## src/rtl/flow_pkg.sv

```systemverilog
package flow_pkg;

    typedef enum logic [2:0] {
        FL_BRANCH    = 3'd0,
        FL_BR_SIGNED = 3'd1,
        FL_SKIP_BIT  = 3'd2,
        FL_SKIP_EQ   = 3'd3,
        FL_JUMP_REL  = 3'd4,
        FL_JUMP_IND  = 3'd5
    } flow_op_e;

    // status byte bit positions used by the signed branch
    localparam int SR_N = 2;
    localparam int SR_V = 3;

    localparam logic [1:0] CYC_ONE   = 2'd1;
    localparam logic [1:0] CYC_TWO   = 2'd2;
    localparam logic [1:0] CYC_THREE = 2'd3;

endpackage

```

## src/rtl/flow_cond_eval.sv

```systemverilog
module flow_cond_eval
    import flow_pkg::*;
#(
    parameter int DW = 8
) (
    input  flow_op_e        op,
    input  logic [7:0]      sreg,
    input  logic [2:0]      sel,
    input  logic            pol,
    input  logic            tbit,
    input  logic [DW-1:0]   opa,
    input  logic [DW-1:0]   opb,
    output logic            hit
);

    logic lt_term;

    always_comb begin
        lt_term = sreg[SR_N] ^ sreg[SR_V];
        case (op)
            FL_BRANCH:    hit = (sreg[sel] == pol);
            FL_BR_SIGNED: hit = (lt_term == pol);
            FL_SKIP_BIT:  hit = (tbit == pol);
            FL_SKIP_EQ:   hit = (opa == opb);
            FL_JUMP_REL,
            FL_JUMP_IND:  hit = 1'b1;
            default:      hit = 1'b0;
        endcase
    end

endmodule

```

## src/rtl/flow_target_calc.sv

```systemverilog
module flow_target_calc
    import flow_pkg::*;
#(
    parameter int PC_W  = 9,
    parameter int OFF_W = 12,
    parameter int Z_W   = 16
) (
    input  flow_op_e          op,
    input  logic [PC_W-1:0]   pc,
    input  logic [OFF_W-1:0]  off,
    input  logic [Z_W-1:0]    zp,
    input  logic              long_next,
    input  logic              hit,
    output logic [PC_W-1:0]   nxt_pc,
    output logic              taken,
    output logic [1:0]        cyc
);

    localparam int EXT_W = (OFF_W > PC_W) ? OFF_W : PC_W;

    logic signed [EXT_W-1:0] off_ext;
    logic [PC_W-1:0]         pc_seq;
    logic [PC_W-1:0]         pc_rel;
    logic [PC_W-1:0]         pc_skip;
    logic [PC_W-1:0]         pc_ind;

    always_comb begin
        off_ext = EXT_W'($signed(off));
        pc_seq  = pc + PC_W'(1);
        pc_rel  = pc + off_ext[PC_W-1:0] + PC_W'(1);
        pc_skip = pc + (long_next ? PC_W'(3) : PC_W'(2));
        pc_ind  = zp[PC_W-1:0];

        case (op)
            FL_BRANCH, FL_BR_SIGNED: begin
                taken  = hit;
                nxt_pc = hit ? pc_rel : pc_seq;
                cyc    = hit ? CYC_TWO : CYC_ONE;
            end
            FL_SKIP_BIT, FL_SKIP_EQ: begin
                taken  = hit;
                nxt_pc = hit ? pc_skip : pc_seq;
                cyc    = hit ? (long_next ? CYC_THREE : CYC_TWO) : CYC_ONE;
            end
            FL_JUMP_REL: begin
                taken  = 1'b1;
                nxt_pc = pc_rel;
                cyc    = CYC_TWO;
            end
            FL_JUMP_IND: begin
                taken  = 1'b1;
                nxt_pc = pc_ind;
                cyc    = CYC_TWO;
            end
            default: begin
                taken  = 1'b0;
                nxt_pc = pc_seq;
                cyc    = CYC_ONE;
            end
        endcase
    end

endmodule

```

## src/rtl/flow_resolver.sv

```systemverilog
module flow_resolver
    import flow_pkg::*;
#(
    parameter int PC_W  = 9,
    parameter int OFF_W = 12,
    parameter int Z_W   = 16,
    parameter int DW    = 8
) (
    input  logic              clk,
    input  logic              rst_n,
    input  logic              req_valid,
    input  logic [2:0]        req_op,
    input  logic [PC_W-1:0]   cur_pc,
    input  logic [OFF_W-1:0]  rel_off,
    input  logic [7:0]        status,
    input  logic [2:0]        status_sel,
    input  logic              want_set,
    input  logic              probe_bit,
    input  logic [DW-1:0]     cmp_a,
    input  logic [DW-1:0]     cmp_b,
    input  logic [Z_W-1:0]    z_ptr,
    input  logic              next_is_long,
    output logic              res_valid,
    output logic [PC_W-1:0]   res_pc,
    output logic              res_taken,
    output logic [1:0]        res_cycles
);

    typedef struct packed {
        logic            vld;
        logic [PC_W-1:0] pc;
        logic            tk;
        logic [1:0]      cyc;
    } res_t;

    res_t            st_d, st_q;
    flow_op_e        op_dec;
    logic            cond_hit;
    logic [PC_W-1:0] calc_pc;
    logic            calc_tk;
    logic [1:0]      calc_cyc;

    assign op_dec = flow_op_e'(req_op);

    flow_cond_eval #(.DW(DW)) u_cond (
        .op   (op_dec),
        .sreg (status),
        .sel  (status_sel),
        .pol  (want_set),
        .tbit (probe_bit),
        .opa  (cmp_a),
        .opb  (cmp_b),
        .hit  (cond_hit)
    );

    flow_target_calc #(.PC_W(PC_W), .OFF_W(OFF_W), .Z_W(Z_W)) u_target (
        .op        (op_dec),
        .pc        (cur_pc),
        .off       (rel_off),
        .zp        (z_ptr),
        .long_next (next_is_long),
        .hit       (cond_hit),
        .nxt_pc    (calc_pc),
        .taken     (calc_tk),
        .cyc       (calc_cyc)
    );

    always_comb begin
        st_d     = st_q;
        st_d.vld = req_valid;
        if (req_valid) begin
            st_d.pc  = calc_pc;
            st_d.tk  = calc_tk;
            st_d.cyc = calc_cyc;
        end
    end

    always_ff @(posedge clk or negedge rst_n) begin
        if (!rst_n) st_q <= '0;
        else        st_q <= st_d;
    end

    assign res_valid  = st_q.vld;
    assign res_pc     = st_q.pc;
    assign res_taken  = st_q.tk;
    assign res_cycles = st_q.cyc;

endmodule

```

## config.mk

```make
export PLATFORM = sky130hd
export DESIGN_NAME = flow_resolver
export DESIGN_NICKNAME = d
export VERILOG_FILES = /design/src/rtl/flow_pkg.sv /design/src/rtl/flow_cond_eval.sv /design/src/rtl/flow_target_calc.sv /design/src/rtl/flow_resolver.sv
export SDC_FILE = /design/constraint.sdc
export NUM_CORES = 1
export LEC_CHECK = 0
export BUFFER_PORTS_ARGS = -buffer_cell sky130_fd_sc_hd__buf_2
export CAP_MARGIN = 20
export CORE_MARGIN = 2
export CORE_UTILIZATION = 52
export DETAILED_ROUTE_END_ITERATION = 10
export PLACE_DENSITY = 0.87
export SYNTH_ARGS = -nofsm -noshare
export SYNTH_HDL_FRONTEND = slang
export SYNTH_SLANG_ARGS = --single-unit
```

## constraint.sdc

```tcl
create_clock -name clk -period 2.9 [get_ports clk]
set_input_delay 0 -clock clk [delete_from_list [all_inputs] [get_ports clk]]
set_output_delay 0 -clock clk [all_outputs]
set_load 0.01 [all_outputs]
```

==> metrics, run 1 <==
type of element launching the critical path=input pin; total number of vias=2,215; post-synthesis sequential area ratio=about 17%; final worst-path setup slack=0.658 ns; beginning of the critical path=status_sel[1]; pin count of the biggest net entering global routing=24; GR Util All Layers=approximately 26%; H-tree lvl count=1; Total Routed Length=about 5500 microns; first-pass detailed-route iteration total=4; number of diodes=0; die height=65.2 microns; Num Clock Sinks=13; cell area after technology mapping=1950 sq um; number of gates resized after CTS=0; Leak Pwr=1.09 nW; unrepaired setup endpoints after global routing=no; library cells used by synthesis=just over 60; class of the tightest hold or removal check=input pin to flop; clock network latency to the later pin of the worst-skew pair=0.24 ns; remaining antenna violation count after routing=0; ratio of final minimum period to clock period=77.3%; Reg clk slew, reported paths=roughly 0.05 ns; arrival time of data at the critical path endpoint=~2.4 ns; clock root buffer=sky130_fd_sc_hd__clkbuf_8; CTS max path bufs=2; Worst-Margin Slew=0.486 ns; number of instances in the synthesized netlist=247; reg2reg start=res_pc[3]; Synth Register Bits=13; count of routing violations after the opening detailed-route iteration=around 160; data required time of the worst path=3.02 ns; count of yosys warnings during synthesis=0; final count of negative-setup-slack endpoints=0; floorplan core area=3630 sq um; global route overflow=0; top-level I/O count=between 80 and 90; Routability Congestion=between 0.9 and 1; endpoint of the worst-slack reg-to-reg timing path=res_pc[3]; setup clock skew after layout=0 ns; count of nets after finishing=404; number of max-cap violations=0; TritonCTS buffer count=3; area grow syn2layout=22.5%; Layout Cells excl Fill=between 300 and 400; drt wl/cell=15.1 microns; share of synthesized registers carrying an async set or reset=100%; CTS tree=yes; commonest register cell after synthesis=sky130_fd_sc_hd__dfrtp_1; first-pass GRT wire length=8760 microns; antenna violations before repair=0; endpoint kind of the worst setup timing path=flop; ratio of routed vias to standard cells=roughly 6.1; initial standard-cell utilization of the core=53.7%; start-to-end type of the worst setup path=input pin to flop; Post-Synthesis Net Count=between 300 and 400; worst reg-to-reg setup slack=between 1.5 and 2 ns; Worst R2R Path Depth=4; Worst Path Max Fanout=8; filler cell count in the final layout=~360; number of flops mapped to enable cells by yosys=0; mean area per synthesized cell=7.89 sq um; final setup TNS=0 ns; # rows=22; Max Fclk=446 MHz; relative slew slack=67.5%; areal power density over the cells=331 nW/um^2; post-DP HPWL=about 4400 microns; outcome=complete, no violations; fin. max-slew vios=0; Port Buffers=75; die width=between 60 and 70 microns; final critical-path required period=2.24 ns; Post-route DRC=0; worst-case vdd ir drop=0.152 mV; full die area=roughly 4300 sq um; number of failing hold endpoints at the final stage=0; worst slack at placement=0.435 ns; end of the critical path=res_pc[1]; Post-Place Cells=361; layout cell share with drive strength beyond 1=29.9%; via count of the first global-routing pass=1,950
## metal layers
| metal | vias up | routed length [microns] | track usage (%) |
|---|---|---|---|
| met4 | 0 | 56 | 6.77 |
| met1 | 1023 | 2260 | 33.5 |
| met5 | - | 0 | 0 |
| met3 | 7 | 500 | 2.91 |
| li1 | 1063 | - | - |
| met2 | 122 | 2720 | 45.4 |
## report_power, final
group | total (mW) | internal, mW | switching, mW
logic | 0.410 | 0.181 | 0.230
registers | 0.224 | 0.209 | 0.0147
clock network | 0.157 | 0.0968 | 0.0603
total | 0.791 | 0.486 | 0.304
## registers in the layout, indices dropped and copies added (netlist names)
signal and count:
res_cycles 2, res_pc 9, res_taken 1, res_valid 1
## timing repair
action	in CTS	in global routing
hold buffers	1	0
setup buffers	0	0
endpoints found under the hold margin	13	0
## logic make-up (layout without fill, tap and decap cells)
logic type	after synthesis	count (layout)	share of synthesized area [%]
AO/OA/AOI/OAI	77	77	27.6
multiplexers	12	12	8.41
AND/OR/NAND/NOR	81	81	20.3
flip-flops	13	13	16.7
buffers and inverters	24	95	5.97
adder cells (fa/ha/maj)	12	12	8.09
XOR/XNOR	28	28	13.0
## Yosys cell counts (3+ instances only)
| master | number | area share [%] |
|---|---|---|
| sky130_fd_sc_hd__o211ai_1 | 4 | 1.5 |
| sky130_fd_sc_hd__mux2i_1 | 4 | 2.1 |
| sky130_fd_sc_hd__xor2_1 | 16 | 7.2 |
| sky130_fd_sc_hd__nand3_1 | 8 | 2.1 |
| sky130_fd_sc_hd__clkbuf_1 | 7 | 1.3 |
| sky130_fd_sc_hd__ha_1 | 11 | 7.1 |
| sky130_fd_sc_hd__nand2_1 | 27 | 5.2 |
| sky130_fd_sc_hd__mux2_2 | 5 | 2.9 |
| sky130_fd_sc_hd__nor3_1 | 4 | 1.0 |
| sky130_fd_sc_hd__nor2b_1 | 3 | 0.96 |
| sky130_fd_sc_hd__a221oi_1 | 3 | 1.3 |
| sky130_fd_sc_hd__dfrtp_1 | 13 | 17 |
| sky130_fd_sc_hd__o311ai_0 | 3 | 1.3 |
| sky130_fd_sc_hd__o22ai_1 | 5 | 1.6 |
| sky130_fd_sc_hd__a21oi_1 | 12 | 3.1 |
| sky130_fd_sc_hd__o21ai_0 | 19 | 4.9 |
| sky130_fd_sc_hd__and3_1 | 3 | 0.96 |
| sky130_fd_sc_hd__nor2_1 | 18 | 3.5 |
| sky130_fd_sc_hd__inv_1 | 13 | 2.5 |
| sky130_fd_sc_hd__xnor2_1 | 11 | 4.9 |
| sky130_fd_sc_hd__nor3b_1 | 3 | 1.2 |
| sky130_fd_sc_hd__a31oi_1 | 5 | 1.6 |
## stage by stage
stage / instance area, sq um / utilization, % / power, mW / hold WS [ns]
finish: 2390 / 65.7 / 0.791 / 0.0424
global route: 2390 / 65.7 / 0.844 / 0.0484
CTS: 2390 / 65.7 / 0.786 / 0.0430
detailed placement: 2330 / 64.2 / 0.626 / -0.109
global placement: 2330 / 64.2 / 0.613 / -0.112
floorplan: 1950 / - / 0.488 / -0.296
## cells in the final DEF (no fill, tap or decap), types with 4 or more instances in the layout
master	instances
sky130_fd_sc_hd__o21ai_0	19
sky130_fd_sc_hd__xnor2_1	11
sky130_fd_sc_hd__nor3_1	4
sky130_fd_sc_hd__a31oi_1	5
sky130_fd_sc_hd__dfrtp_1	13
sky130_fd_sc_hd__mux2i_1	4
sky130_fd_sc_hd__o22ai_1	5
sky130_fd_sc_hd__nand3_1	8
sky130_fd_sc_hd__nand2_1	27
sky130_fd_sc_hd__buf_2	75
sky130_fd_sc_hd__nor2_1	18
sky130_fd_sc_hd__xor2_1	16
sky130_fd_sc_hd__a21oi_1	12
sky130_fd_sc_hd__o211ai_1	4
sky130_fd_sc_hd__ha_1	11
sky130_fd_sc_hd__inv_1	13
sky130_fd_sc_hd__mux2_2	5
## worst min path at each step
stage	from	slack, ns	cells after the start	end
4_1_cts	next_is_long	0.04	3	res_cycles[0]
3_3_place_gp	rst_n	-0.11	1	res_pc[6]
3_5_place_dp	rst_n	-0.11	1	res_pc[6]
5_1_grt	next_is_long	0.05	3	res_cycles[0]
2_1_floorplan	rst_n	-0.30	0	res_cycles[0]
6_report	next_is_long	0.04	3	res_cycles[0]
## critical path, stage by stage
cell                       delay [ns]
sky130_fd_sc_hd__buf_2           0.10
sky130_fd_sc_hd__mux4_1          0.55
sky130_fd_sc_hd__mux2_4          0.30
sky130_fd_sc_hd__o22ai_4         0.17
sky130_fd_sc_hd__xnor2_2         0.24
sky130_fd_sc_hd__nand2_1         0.29
sky130_fd_sc_hd__mux2_2          0.35
sky130_fd_sc_hd__a221oi_1        0.26
sky130_fd_sc_hd__a21oi_1         0.10
## cell type report
| cell class | instances | area [sq um] | share of cell area, % |
|---|---|---|---|
| timing repair buffer | 78 | 400 | 16.8 |
| clock buffer | 4 | 45.0 | 1.89 |
| multi-input combinational | 210 | 1510 | 63.2 |
| inverter | 13 | 48.8 | 2.04 |
| sequential | 13 | 325 | 13.6 |
| tap | 48 | 60.1 | 2.52 |
No activity file was read; power rests on OpenSTA's default activity.
==> run 2: changes to the inputs <==
- CORE_UTILIZATION: 52 -> 44
- PLACE_DENSITY: 0.87 -> 0.78
- clock period: 2.9 -> 1.9 ns (I/O delays scaled with it)
==> run 2 against run 1 <==
  * The run now ends with setup timing left
  * Clock power increased by 70%
  * Via count increased by 6.6%
  * Sequential power increased by 52%
  * Clock-buffer cell count unchanged
  * Core utilization increased by 1.9 points
  * Die area increased by 17%
  * Wire length increased by 22%
  * Critical path depth unchanged
  * Sequential cell count unchanged
  * Combinational power increased by 100%
  * Register-to-register slack got worse by 0.98 ns
  * Sequential share of layout area decreased by 2.5 points
  * Critical path type unchanged
  * Critical endpoint is now res_pc[5]
  * Largest cell class unchanged
==> metrics, run 2 (same netlist as run 1, synthesis figures left out) <==
area of the multi-input gates=1670 sq um; clock root buffer=sky130_fd_sc_hd__clkbuf_8; count of routing violations after the opening detailed-route iteration=130; number of max-cap violations=0; H-tree lvl count=1; Worst Path Max Fanout=8; final setup TNS=-0.0202 ns; type of element launching the critical path=input pin; ratio of final minimum period to clock period=101%; most common library cell in the layout ignoring fill and taps=sky130_fd_sc_hd__buf_2; start-to-end type of the worst setup path=input pin to flop; reg2reg start=res_pc[3]; areal power density over the cells=490 nW/um^2; CTS tree=yes; Layout Cells excl Fill=roughly 400; data required time of the worst path=2.05 ns; total number of vias=2,362; pin count of the biggest net entering global routing=22; clock network latency to the later pin of the worst-skew pair=about 0.25 ns; setup clock skew after layout=0 ns; leading cell types in the layout, fill and taps excluded=sky130_fd_sc_hd__buf_2, sky130_fd_sc_hd__buf_4, sky130_fd_sc_hd__nand2_1; arrival time of data at the critical path endpoint=between 2 and 2.5 ns; full die area=about 5000 sq um; ratio of routed vias to standard cells=around 5.7; endpoint kind of the worst setup timing path=flop; die height=70.6 microns; Num Clock Sinks=13; initial standard-cell utilization of the core=45.1%; Total Routed Length=6780 microns; floorplan core area=roughly 4300 sq um; final instance area=roughly 2900 sq um; flip-flop count of the largest register, all copies and words added=9; share of the core filled with cells=67.6%; end of the critical path=res_pc[5]; remaining antenna violation count after routing=0; Leak Pwr=1.32 nW; Max Fclk=521 MHz; # rows=24; Post-Place Cells=approximately 400; count of nets after finishing=~450; filler cell count in the final layout=388; Post-route DRC=0; Reg clk slew, reported paths=0.06 ns; tightest hold margin=roughly 0.032 ns; post-DP HPWL=between 5000 and 6000 microns; class of the tightest hold or removal check=input pin to flop; global route overflow=0; Worst-Margin Slew=between 0.5 and 0.6 ns; fin. max-slew vios=0; top-level I/O count=86; worst reg-to-reg setup slack=0.81 ns; final critical-path required period=1.92 ns; drt wl/cell=16.5 microns; final count of negative-setup-slack endpoints=2; GR Util All Layers=approximately 27%; number of diodes=0; die width=70.6 microns; Port Buffers=75; antenna violations before repair=0; unrepaired setup endpoints after global routing=yes; endpoint of the worst-slack reg-to-reg timing path=res_pc[3]; layout cell share with drive strength beyond 1=a little under half; Routability Congestion=1.01; via count of the first global-routing pass=2,365; number of failing hold endpoints at the final stage=0; Worst R2R Path Depth=4; worst-case vdd ir drop=between 0.2 and 0.25 mV; violated checks=setup timing; first-pass detailed-route iteration total=4; TritonCTS buffer count=3; outcome=complete, but fails checks; area grow syn2layout=49.9%; first-pass GRT wire length=about 11,000 microns; final worst-path setup slack=-0.0178 ns; total placed instance area=2620 sq um; CTS max path bufs=2; relative slew slack=61.4%; beginning of the critical path=status_sel[1]; FF/Latch Area=325 sq um
## run 2: worst max-delay path: stages
cell and delay [ns]:
sky130_fd_sc_hd__buf_8 0.07, sky130_fd_sc_hd__mux4_2 0.47, sky130_fd_sc_hd__mux2_4 0.29, sky130_fd_sc_hd__o22ai_4 0.20
sky130_fd_sc_hd__xnor2_4 0.16, sky130_fd_sc_hd__a22oi_4 0.28, sky130_fd_sc_hd__mux2i_2 0.30, sky130_fd_sc_hd__nand4_1 0.12
sky130_fd_sc_hd__and3_4 0.18
## run 2: metal layers
layer / vias to the layer above / wire length, microns / track usage (%)
met5: - / 0 / 0
met4: 0 / 135 / 6.71
met3: 16 / 468 / 3.28
met2: 102 / 3420 / 47.5
met1: 1099 / 2760 / 35.0
li1: 1145 / - / -
## run 2: area by class of cell
cell class / count / area share, %
inverter: 13 / 1.76
timing repair buffer: 119 / 26.3
multi-input combinational: 210 / 57.1
clock buffer: 4 / 1.54
tap: 52 / 2.23
sequential: 13 / 11.1
## run 2: what timing repair did
action | 4_1_cts | 5_1_grt
pin swaps | 10 | 19
setup endpoints to repair | 7 | 9
endpoints found under the hold margin | 13 | 0
setup buffers | 3 | 3
resized for setup | 15 | 35
hold buffers | 1 | 0
gates cloned | 0 | 0
## run 2: per-stage QoR
step | power, mW | worst slack (ns)
2_1_floorplan | 0.754 | -0.129
3_3_place_gp | 1.04 | -0.350
3_5_place_dp | 1.06 | -0.351
4_1_cts | 1.36 | -0.0341
5_1_grt | 1.53 | -0.116
6_report | 1.43 | -0.0178
## run 2: worst min-delay path by stage
| stage | cells after the start | startpoint | to | slack (ns) |
|---|---|---|---|---|
| CTS | 3 | next_is_long | res_cycles[0] | 0.03 |
| floorplan | 0 | rst_n | res_cycles[0] | -0.30 |
| detailed placement | 1 | rst_n | res_pc[8] | -0.09 |
| finish | 3 | next_is_long | res_cycles[0] | 0.03 |
| global route | 3 | next_is_long | res_cycles[0] | 0.06 |
| global placement | 1 | rst_n | res_pc[8] | -0.09 |
## run 2: where the power goes
group          total (mW)  switching (mW)  internal, mW
clock               0.267           0.118         0.149
combinational       0.826           0.413         0.414
sequential          0.340          0.0213         0.318
